## src/rtl/txs_pkg.sv

```systemverilog
`timescale 1ns/1ps
package txs_pkg;
  localparam logic [1:0] ADDR_STAT = 2'd0;
  localparam logic [1:0] ADDR_DATA = 2'd1;
  localparam logic [1:0] ADDR_CTRL = 2'd2;
  localparam int CTRL_W = 6;

  typedef struct packed {
    logic tc_ie;
    logic txe_ie;
    logic brk;
    logic ninth;
    logic wide;
    logic en;
  } ctrl_t;
endpackage

```

## src/rtl/txs_regs.sv

```systemverilog
`timescale 1ns/1ps
module txs_regs
  import txs_pkg::*;
#(
  parameter int DATA_W = 8
) (
  input  logic              clk,
  input  logic              rst_n,
  input  logic              reg_wr,
  input  logic              reg_rd,
  input  logic [1:0]        reg_addr,
  input  logic [DATA_W-1:0] reg_wdata,
  input  logic              frame_end,
  input  logic              txe_set,
  input  logic              irq_mask,
  output ctrl_t             ctrl,
  output logic              txe,
  output logic              tc,
  output logic              armed,
  output logic              data_wr,
  output logic [DATA_W-1:0] reg_rdata,
  output logic              irq
);
  assign data_wr = reg_wr && (reg_addr == ADDR_DATA);

  always_ff @(posedge clk or negedge rst_n) begin
    if (!rst_n) begin
      ctrl  <= '0;
      txe   <= 1'b1;
      tc    <= 1'b1;
      armed <= 1'b0;
    end else begin
      if (reg_wr && reg_addr == ADDR_CTRL) ctrl <= ctrl_t'(reg_wdata[CTRL_W-1:0]);
      if (reg_rd && reg_addr == ADDR_STAT) armed <= 1'b1;
      else if (data_wr)                    armed <= 1'b0;
      if (data_wr && armed) begin
        txe <= 1'b0;
        tc  <= 1'b0;
      end
      if (txe_set)   txe <= 1'b1;
      if (frame_end) tc  <= 1'b1;
    end
  end

  always_comb begin
    reg_rdata = '0;
    case (reg_addr)
      ADDR_STAT: reg_rdata = {{(DATA_W-2){1'b0}}, tc, txe};
      ADDR_CTRL: reg_rdata = {{(DATA_W-CTRL_W){1'b0}}, ctrl};
      default:   reg_rdata = '0;
    endcase
  end

  assign irq = !irq_mask && ((txe && ctrl.txe_ie) || (tc && ctrl.tc_ie));
endmodule

```

## src/rtl/txs_shifter.sv

```systemverilog
`timescale 1ns/1ps
module txs_shifter #(
  parameter int SRW   = 12,
  parameter int TICKS = 16,
  localparam int LW   = $clog2(SRW + 1),
  localparam int CW   = (TICKS > 1) ? $clog2(TICKS) : 1
) (
  input  logic           clk,
  input  logic           rst_n,
  input  logic           tick,
  input  logic           load,
  input  logic [SRW-1:0] pat,
  input  logic [LW-1:0]  len,
  output logic           txd,
  output logic           busy,
  output logic           frame_end
);
  logic [SRW-1:0] sr;
  logic [LW-1:0]  left;
  logic [CW-1:0]  cnt;
  logic           bit_done;

  assign busy      = (left != '0);
  assign bit_done  = busy && tick && (cnt == CW'(TICKS - 1));
  assign frame_end = bit_done && (left == LW'(1));
  assign txd       = sr[0];

  always_ff @(posedge clk or negedge rst_n) begin
    if (!rst_n) begin
      sr   <= '1;
      left <= '0;
      cnt  <= '0;
    end else if (load) begin
      sr   <= pat;
      left <= len;
      cnt  <= '0;
    end else if (bit_done) begin
      sr   <= {1'b1, sr[SRW-1:1]};
      left <= left - LW'(1);
      cnt  <= '0;
    end else if (busy && tick) begin
      cnt  <= cnt + CW'(1);
    end
  end
endmodule

```

## src/rtl/txs_top.sv

```systemverilog
`timescale 1ns/1ps
module txs_top
  import txs_pkg::*;
#(
  parameter int DATA_W        = 8,
  parameter int TICKS_PER_BIT = 16
) (
  input  logic              clk,
  input  logic              rst_n,
  input  logic              baud_tick,
  input  logic              irq_mask,
  input  logic              reg_wr,
  input  logic              reg_rd,
  input  logic [1:0]        reg_addr,
  input  logic [DATA_W-1:0] reg_wdata,
  output logic [DATA_W-1:0] reg_rdata,
  output logic              txd,
  output logic              irq
);
  localparam int SRW = DATA_W + 4;
  localparam int LW  = $clog2(SRW + 1);

  ctrl_t             ctrl;
  logic              txe, tc, armed, data_wr;
  logic              busy, frame_end, load, txe_set;
  logic              en_q, pend_idle, hold_vld;
  logic [DATA_W-1:0] hold_q;
  logic              direct, start_idle, start_hold, start_brk;
  logic [LW-1:0]     flen, ld_len;
  logic [SRW-1:0]    ld_pat;

  function automatic logic [SRW-1:0] data_pat(input logic [DATA_W-1:0] d,
                                              input logic nb, input logic w);
    logic [SRW-1:0] p;
    p            = '1;
    p[0]         = 1'b0;
    p[DATA_W:1]  = d;
    if (w) p[DATA_W+1] = nb;
    return p;
  endfunction

  txs_regs #(.DATA_W(DATA_W)) regs_i (
    .clk(clk), .rst_n(rst_n), .reg_wr(reg_wr), .reg_rd(reg_rd),
    .reg_addr(reg_addr), .reg_wdata(reg_wdata), .frame_end(frame_end),
    .txe_set(txe_set), .irq_mask(irq_mask), .ctrl(ctrl), .txe(txe), .tc(tc),
    .armed(armed), .data_wr(data_wr), .reg_rdata(reg_rdata), .irq(irq)
  );

  txs_shifter #(.SRW(SRW), .TICKS(TICKS_PER_BIT)) shift_i (
    .clk(clk), .rst_n(rst_n), .tick(baud_tick), .load(load), .pat(ld_pat),
    .len(ld_len), .txd(txd), .busy(busy), .frame_end(frame_end)
  );

  assign flen       = ctrl.wide ? LW'(DATA_W + 3) : LW'(DATA_W + 2);
  assign direct     = data_wr && ctrl.en && !busy && !pend_idle && !hold_vld;
  assign start_idle = !busy && ctrl.en && pend_idle;
  assign start_hold = !busy && ctrl.en && !pend_idle && hold_vld;
  assign start_brk  = !busy && ctrl.en && !pend_idle && !hold_vld && !data_wr && ctrl.brk;
  assign load       = direct || start_idle || start_hold || start_brk;
  assign txe_set    = direct || start_hold;

  always_comb begin
    ld_pat = '1;
    ld_len = flen;
    if (direct)          ld_pat = data_pat(reg_wdata, ctrl.ninth, ctrl.wide);
    else if (start_hold) ld_pat = data_pat(hold_q, ctrl.ninth, ctrl.wide);
    else if (start_brk) begin
      ld_pat = {SRW{1'b1}} << flen;
      ld_len = flen + LW'(1);
    end
  end

  always_ff @(posedge clk or negedge rst_n) begin
    if (!rst_n) begin
      en_q      <= 1'b0;
      pend_idle <= 1'b0;
      hold_vld  <= 1'b0;
      hold_q    <= '0;
    end else begin
      en_q <= ctrl.en;
      if (!ctrl.en)        pend_idle <= 1'b0;
      else if (!en_q)      pend_idle <= 1'b1;
      else if (start_idle) pend_idle <= 1'b0;
      if (data_wr && ctrl.en && !direct) begin
        hold_q   <= reg_wdata;
        hold_vld <= 1'b1;
      end else if (start_hold) begin
        hold_vld <= 1'b0;
      end
    end
  end
endmodule

```

## config.mk

```make
export PLATFORM = sky130hd
export DESIGN_NAME = txs_top
export DESIGN_NICKNAME = d
export VERILOG_FILES = /design/src/rtl/txs_pkg.sv /design/src/rtl/txs_regs.sv /design/src/rtl/txs_shifter.sv /design/src/rtl/txs_top.sv
export SDC_FILE = /design/constraint.sdc
export NUM_CORES = 1
export LEC_CHECK = 0
export BUFFER_PORTS_ARGS = -buffer_cell sky130_fd_sc_hd__buf_4
export CAP_MARGIN = 5
export CORE_MARGIN = 5
export CORE_UTILIZATION = 35
export DETAILED_ROUTE_END_ITERATION = 16
export GPL_TIMING_DRIVEN = 0
export REMOVE_ABC_BUFFERS = 1
export SETUP_SLACK_MARGIN = 0.3
export SLEW_MARGIN = 20
export SYNTH_ARGS = -nofsm -noshare
export SYNTH_HDL_FRONTEND = slang
export SYNTH_SLANG_ARGS = --single-unit
```

## constraint.sdc

```tcl
create_clock -name clk -period 5.9 [get_ports clk]
set_clock_uncertainty 0.2 [all_clocks]
set_input_delay 0.59 -clock clk [delete_from_list [all_inputs] [get_ports clk]]
set_output_delay 0.59 -clock clk [all_outputs]
set_load 0.05 [all_outputs]
```

==> summary.txt, run 1 <==
Worst setup path
  • Worst Setup Start Kind: flop
  • Crit-path max FO: 12
  • Crit. End Element: flop
  • RR Startpoint: shift_i.left[0]
  • Crit path kind: reg2reg
  • Critical Path RT: approximately 5.9 ns
  • Worst EP arrival: 2.53 ns
  • Critical Path Source: shift_i.left[0]

Logic synthesis
  • Cell taking the most area after synthesis: dfrtp_1
  • Ys async rst share: 1.00
  • Number of synthesized flops with an enable pin: 0
  • Synth unique cells: between 50 and 60
  • Sequential fraction of the synthesis area: 0.470
  • Post-synthesis cell count: between 150 and 200
  • Largest cells by area after synthesis: dfrtp_1 31%, dfstp_2 16%, mux2_4 5.7%, nand2_1 3.4%, a21oi_1 3.3%
  • Synth top area share: 0.308
  • Syn Std Cell Area: between 0.002 and 0.0025 sq mm
  • Top FF cell, synth: dfrtp_1
  • #FFs+latches synth: 39
  • Mapped Avg Cell Area: 11.0 sq um
  • Synth warnings: 0

Die
  • Full die area: just under 0.008 sq mm
  • I/O pins: 26
  • Core Region: 0.00589 sq mm
  • Die Y-Extent: between 80 and 90 um
  • Initial Utilization: 0.359
  • Row count: 28
  • Die width: roughly 88 um

Clock tree
  • Max clock buf depth: 2
  • Worst-Skew Late Latency: 0.29 ns
  • H-tree levels: 2
  • CTS tree: built
  • Hold buffers post-CTS: 0
  • CTS buffer count: 5
  • PostCTS Resize Cnt: 0
  • Setup bufs post-CTS: 0
  • Clock sink total: 39
  • Root Buffer: clkbuf_8
  • CTS clk-pin slew, worst paths: approximately 0.08 ns

Cells and area
  • Fin cells: just under 300
  • Final #Nets: approximately 230
  • Commonest non-fill, non-tap cell in the layout: dfrtp_1
  • FILL cells: slightly below 600
  • ANT cells: 0
  • Layout cells sized above 1: 0.299
  • Most frequent cells in the layout: 26 x dfrtp_1, 23 x buf_4, 19 x nand2_1
  • Area delta synth->final: 15.4%
  • Util after Layout: 0.414

Timing
  • Rel. slew slack: 0.543
  • Worst setup margin: around 3.4 ns
  • TNS Setup: 0 ns
  • Final Setup Violations: 0
  • Fin crit period: approximately 2.5 ns
  • Final critical-path share of the clock period: 0.425
  • Peak Freq: 399 MHz
  • Hold Violations, Final: 0
  • Slew @ Worst Pin: slightly below 0.7 ns
  • Fin. max-slew vios: 0
  • RSZ-0062 raised after global routing: no

Power and ir drop
  • Comb power frac: 0.288
  • Clock Power Share: 0.232
  • Pint: around 0.00068 W
  • Leak Pwr: between 1 and 1.5 nW
  • Net switching power: 0.000334 W
  • PwrDens: 414 mW/mm^2
  • Worst VDD drop: about 180 uV
  • Sequential power share: 0.481
  • Switching Share: 0.331

Global routing
  • Gr ovfl total: 0
  • Largest net degree at the start of global routing: 40
  • Vias in the first global route: between 1500 and 2000
  • Initial antenna violation count: 0
  • All-Layer GR Usage: 0.129
  • First-pass GRT wire length: around 7700 um

Detailed routing
  • First-pass DRT Iterations: 4
  • Remaining antenna violation count: 0
  • Post-DR wirelength/cell: 15.5 um
  • Final wirelength: around 4500 um
  • Post-DR vias/cell: roughly 5.2
  • Vias post-DR: about 1500
  • DRC errors left: 0
  • Drt initial violations: 46

Place
  • GPL Wtd Cong: around 0.75
  • DP Worst Slack: 3.15 ns
  • Placed Cells: 281
  • DP HPWL: about 3100 um
  • I/O Buffers: 23

Worst hold path
  • HP Class: in2async

Flow run
  • # Max-Cap Violations: 0

Status
  • Status: finished clean
-- final timing paths --
path / end / slack (ns) / cells after the start
max: shift_i.sr[7] / 3.40 / 6
min in group clk: pend_idle / 0.22 / 1
max in group asynchronous: shift_i.sr[4] / 5.07 / 1
max reg2reg: shift_i.sr[7] / 3.40 / 6
min: shift_i.cnt[2] / 0.06 / 1
min reg2reg: pend_idle / 0.22 / 1
-- area by class of cell --
| cell class | instances | area (sq um) | share of cell area |
|---|---|---|---|
| multi-input cells | 138 | 1040 | 0.426 |
| flip-flops and latches | 39 | 992 | 0.407 |
| repair buffers | 23 | 173 | 0.0708 |
| well taps | 75 | 93.8 | 0.0385 |
| clock buffers | 6 | 82.6 | 0.0339 |
| clock inverters | 2 | 35.0 | 0.0144 |
| inverters | 6 | 22.5 | 0.00924 |
-- critical path, cell delays in order, from the launching register on --
cell and delay [ns]:
dfrtp_1 0.42, inv_1 0.09, ha_1 0.17, and4bb_1 0.46, o41a_1 0.60, nor2_2 0.17
a221o_1 0.33
-- cells in the mapped netlist, drive strengths merged (2+ instances only) --
cell,number
xor2,2
nand2,20
a211oi,2
dfstp,13
o2bb2ai,4
buf,9
and4,4
and2,6
nor2,9
and3,3
a21oi,14
or3,3
o21a,2
o32a,2
a221o,2
o21ai,6
mux2i,5
inv,6
nor4,2
dfrtp,26
ha,5
o211ai,2
mux2,14
nand3,11
a2bb2oi,2
-- power groups by stage --
stage	combinational, W	sequential [W]	clock [W]
3_3_place_gp	0.000286	0.000488	0
5_1_grt	0.000325	0.000502	0.000252
6_report	0.000290	0.000485	0.000234
2_1_floorplan	0.000219	0.000474	0
4_1_cts	0.000294	0.000485	0.000239
3_5_place_dp	0.000291	0.000488	0
-- sequential cells by signal, indices dropped and copies added (netlist names) --
signal        count
shift_i.sr       11
hold_q            8
regs_i.ctrl       6
shift_i.cnt       4
shift_i.left      4
en_q              1
hold_vld          1
pend_idle         1
regs_i.armed      1
regs_i.tc         1
regs_i.txe        1
-- logic make-up (layout without fill, tap and decap cells) --
family | count (synthesis) | count (layout) | share of synthesized area
adder cells (fa/ha/maj) | 5 | 5 | 0.0296
buffers and inverters | 16 | 37 | 0.0403
AO/OA/AOI/OAI | 43 | 43 | 0.159
other | 1 | 2 | 0.00178
XOR/XNOR | 3 | 3 | 0.0124
AND/OR/NAND/NOR | 66 | 66 | 0.175
multiplexers | 19 | 19 | 0.113
flip-flops | 39 | 39 | 0.470
-- metrics by stage --
step / power [W] / hold WS, ns / instance area (sq um)
after floorplan: 0.000693 / 0.0944 / 2050
after global placement: 0.000774 / 0.209 / 2320
after detailed placement: 0.000779 / 0.214 / 2320
after CTS: 0.00102 / 0.0756 / 2440
after global routing: 0.00108 / 0.0967 / 2440
final: 0.00101 / 0.0615 / 2440
-- layer usage --
metal / part of all wire / track usage
met1: 0.52 / 0.187
met2: 0.42 / 0.184
met3: 0.045 / 0.0367
met4: 0.013 / 0.0418
met5: 0 / 0
Power figures use the tool's default switching activity.
==> run 2: changes to the inputs <==
Clock period 5.9 ns to 2.4 ns, I/O delays scaled along.
==> run 2 against run 1 <==
Total power grew to 2.6 times the previous value; wire length grew 6.7%; sequential power grew 150%; critical path depth grew 2; via count grew 6.0%; sequential share of layout area shrank 3.3 points; clock power grew 150%; first-iteration DRC count grew 11%; setup slack lost 3.1 ns; design area grew 8.9%; largest power group unchanged.
==> summary.txt, run 2 (same netlist as run 1, synthesis figures left out) <==
Detailed routing
  • Total length of routed met3 wires: 220 um (was 202 um)
  • DRC errors left: 0 (unchanged)
  • Post-DR vias/cell: 5.21 (was 5.22)
  • Final wirelength: 4790 um (was 4490 um)
  • Met2 Wirelength: 2160 um (was 1890 um)
  • Vias post-DR: 1599 (was 1508)
  • Drt initial violations: 51 (was 46)
  • Highest metal used: met4 (unchanged)
  • Post-DR wirelength/cell: 15.6 um (was 15.5 um)
  • First-pass DRT Iterations: 5 (was 4)
  • Metal-1 WL: 2360 um (was 2340 um)
  • Remaining antenna violation count: 0 (unchanged)

Clock tree
  • CTS buffer count: 5 (unchanged)
  • CTS tree: built (unchanged)
  • Root Buffer: clkbuf_8 (unchanged)
  • Max clock buf depth: 2 (unchanged)
  • CTS clk-pin slew, worst paths: 0.07 ns (was 0.08 ns)
  • Worst-Skew Late Latency: 0.29 ns (about the same)
  • Clock sink total: 39 (unchanged)
  • H-tree levels: 2 (unchanged)

Worst setup path
  • Slowest-stage cell, CP: dfrtp_1 (was o41a_1)
  • CP peak stage delay: 0.40 ns (was 0.60 ns)
  • Worst reg-to-reg path cell count: 8 (was 6)
  • Worst flop-to-flop path endpoint: shift_i.left[0] (was shift_i.sr[7])
  • Critical Path RT: 2.38 ns (was 5.93 ns)
  • Bufs and invs on worst path: 1 (unchanged)
  • Reg2Reg Setup Slack: 0.33 ns (was 3.40 ns)
  • Crit. End Element: flop (unchanged)
  • Most numerous cell on the critical path: mux2i_1
  • Worst Setup Start Kind: flop (unchanged)
  • Crit path kind: reg2reg (unchanged)
  • Crit-path max FO: 4 (was 12)
  • Delay-heaviest family, CP: simple AND/OR/NAND/NOR gates (was compound AO/OA/AOI/OAI gates)
  • Worst EP arrival: 2.05 ns (was 2.53 ns)
  • RR Startpoint: shift_i.left[1] (was shift_i.left[0])
  • Crit-path cells: inv_2 > ha_4 > and4bb_4 > nand2_4 > nor4b_4 > ha_1 > mux2i_1 > mux2i_1 (was inv_1 > ha_1 > and4bb_1 > o41a_1 > nor2_2 > a221o_1)

Cells and area
  • Biggest regs: shift_i.sr x11, hold_q x8, regs_i.ctrl x6 (unchanged)
  • Total area of sequential cells: 992 sq um (unchanged)
  • Most flop-heavy register: shift_i.sr (unchanged)
  • Final #Nets: 252 (was 234)
  • Max reg flops: 11 (unchanged)
  • Layout cells sized above 1: 0.341 (was 0.299)
  • Area of the multi-input gates: 0.00108 sq mm (was 0.00104 sq mm)
  • FILL cells: 559 (was 587)
  • Most frequent cells in the layout: 30 x buf_4, 26 x dfrtp_1, 19 x nand2_1 (was 26 x dfrtp_1, 23 x buf_4, 19 x nand2_1)
  • ANT cells: 0 (unchanged)
  • Commonest non-fill, non-tap cell in the layout: buf_4 (was dfrtp_1)
  • Area delta synth->final: 25.7% (was 15.4%)

Timing
  • Peak Freq: 483 MHz (was 399 MHz)
  • RSZ-0062 raised after global routing: yes (was no)
  • Fin. max-slew vios: 0 (unchanged)
  • Hold_ws: 0.0403 ns (was 0.0615 ns)
  • Worst setup margin: 0.328 ns (was 3.40 ns)
  • Fin crit period: 2.07 ns (was 2.50 ns)
  • Final critical-path share of the clock period: 0.863 (was 0.425)
  • Hold Violations, Final: 0 (unchanged)
  • TNS Setup: 0 ns (unchanged)
  • Final Setup Violations: 0 (unchanged)
  • Slew @ Worst Pin: 0.745 ns (was 0.685 ns)
  • Rel. slew slack: 0.504 (was 0.543)

Power and ir drop
  • PwrDens: 976 mW/mm^2 (was 414 mW/mm^2)
  • Pint: 0.00172 W (was 0.000675 W)
  • Comb power frac: 0.313 (was 0.288)
  • Leak Pwr: 1.19 nW (was 1.10 nW)
  • Net switching power: 0.000866 W (was 0.000334 W)
  • Switching Share: 0.334 (was 0.331)
  • Worst VDD drop: 491 uV (was 182 uV)
  • Clock Power Share: 0.224 (was 0.232)
  • Sequential power share: 0.463 (was 0.481)

Die
  • Initial Utilization: 0.359 (unchanged)
  • I/O pins: 26 (unchanged)
  • Row count: 28 (unchanged)
  • Core Region: 0.00589 sq mm (unchanged)
  • Die Y-Extent: 87.7 um (unchanged)
  • Die width: 87.7 um (unchanged)
  • Full die area: 0.00769 sq mm (unchanged)

Place
  • GPL Wtd Cong: 0.747 (unchanged)
  • DP HPWL: 3140 um (unchanged)
  • I/O Buffers: 23 (unchanged)
  • DP Worst Slack: -0.115 ns (was 3.15 ns)

Global routing
  • Vias in the first global route: 1619 (was 1549)
  • First-pass GRT wire length: 8020 um (was 7710 um)
  • Initial antenna violation count: 0 (unchanged)
  • Largest net degree at the start of global routing: 40 (unchanged)
  • Gr ovfl total: 0 (unchanged)
  • All-Layer GR Usage: 0.134 (was 0.129)

Worst hold path
  • Hold path startpoint: reg_addr[1]
  • Hold depth: 3
  • HP Class: in2reg (was in2async)
  • Hold endpoint: regs_i.armed

Status
  • Status: finished clean (unchanged)

Flow run
  • # Max-Cap Violations: 0 (unchanged)
-- run 2: cell type report --
type	instances	area share
well taps	75	0.0354
flip-flops and latches	39	0.374
clock inverters	2	0.0132
multi-input cells	138	0.408
inverters	6	0.00849
repair buffers	41	0.130
clock buffers	6	0.0311
-- run 2: metrics by stage --
step | total power [W] | instance area [sq um] | instances | util
floorplan | 0.00170 | 2050 | 183 | -
global placement | 0.00190 | 2320 | 281 | 0.394
detailed placement | 0.00192 | 2320 | 281 | 0.394
CTS | 0.00255 | 2590 | 303 | 0.440
global route | 0.00276 | 2650 | 307 | 0.451
finish | 0.00259 | 2650 | 307 | 0.451
-- run 2: worst max-delay path by stage --
stage               startpoint              end  depth (start not counted)
2_1_floorplan  shift_i.left[0]  shift_i.left[0]                          8
3_3_place_gp   shift_i.left[0]    shift_i.sr[7]                          6
6_report       shift_i.left[1]  shift_i.left[0]                          8
3_5_place_dp   shift_i.left[0]    shift_i.sr[7]                          6
5_1_grt        shift_i.left[1]  shift_i.left[0]                          8
4_1_cts        shift_i.left[1]        hold_q[7]                          6
-- run 2: power groups by stage --
| stage | registers (W) | clock network [W] | logic, W |
|---|---|---|---|
| CTS | 0.00119 | 0.000588 | 0.000774 |
| detailed placement | 0.00120 | 0 | 0.000716 |
| global placement | 0.00120 | 0 | 0.000703 |
| finish | 0.00120 | 0.000580 | 0.000810 |
| global route | 0.00124 | 0.000620 | 0.000900 |
| floorplan | 0.00116 | 0 | 0.000538 |
-- run 2: metal layers --
layer	up-vias	track usage
met5	-	0
met4	0	0.0432
met3	8	0.0329
li1	778	-
met1	776	0.191
met2	37	0.200
-- run 2: worst register-to-register path: stages (launching register included) --
cell	delay, ns
dfrtp_1	0.40
inv_2	0.10
ha_4	0.15
and4bb_4	0.28
nand2_4	0.08
nor4b_4	0.25
ha_1	0.26
mux2i_1	0.15
mux2i_1	0.09
-- run 2: repair_timing --
| action | CTS | global route |
|---|---|---|
| endpoints found under the setup margin | 25 | 19 |
| pin swaps | 0 | 3 |
| setup buffers | 4 | 4 |
| resized for setup | 8 | 3 |
| cloned | 0 | 0 |
| hold buffers | 10 | 0 |
| hold endpoints to repair | 39 | 0 |
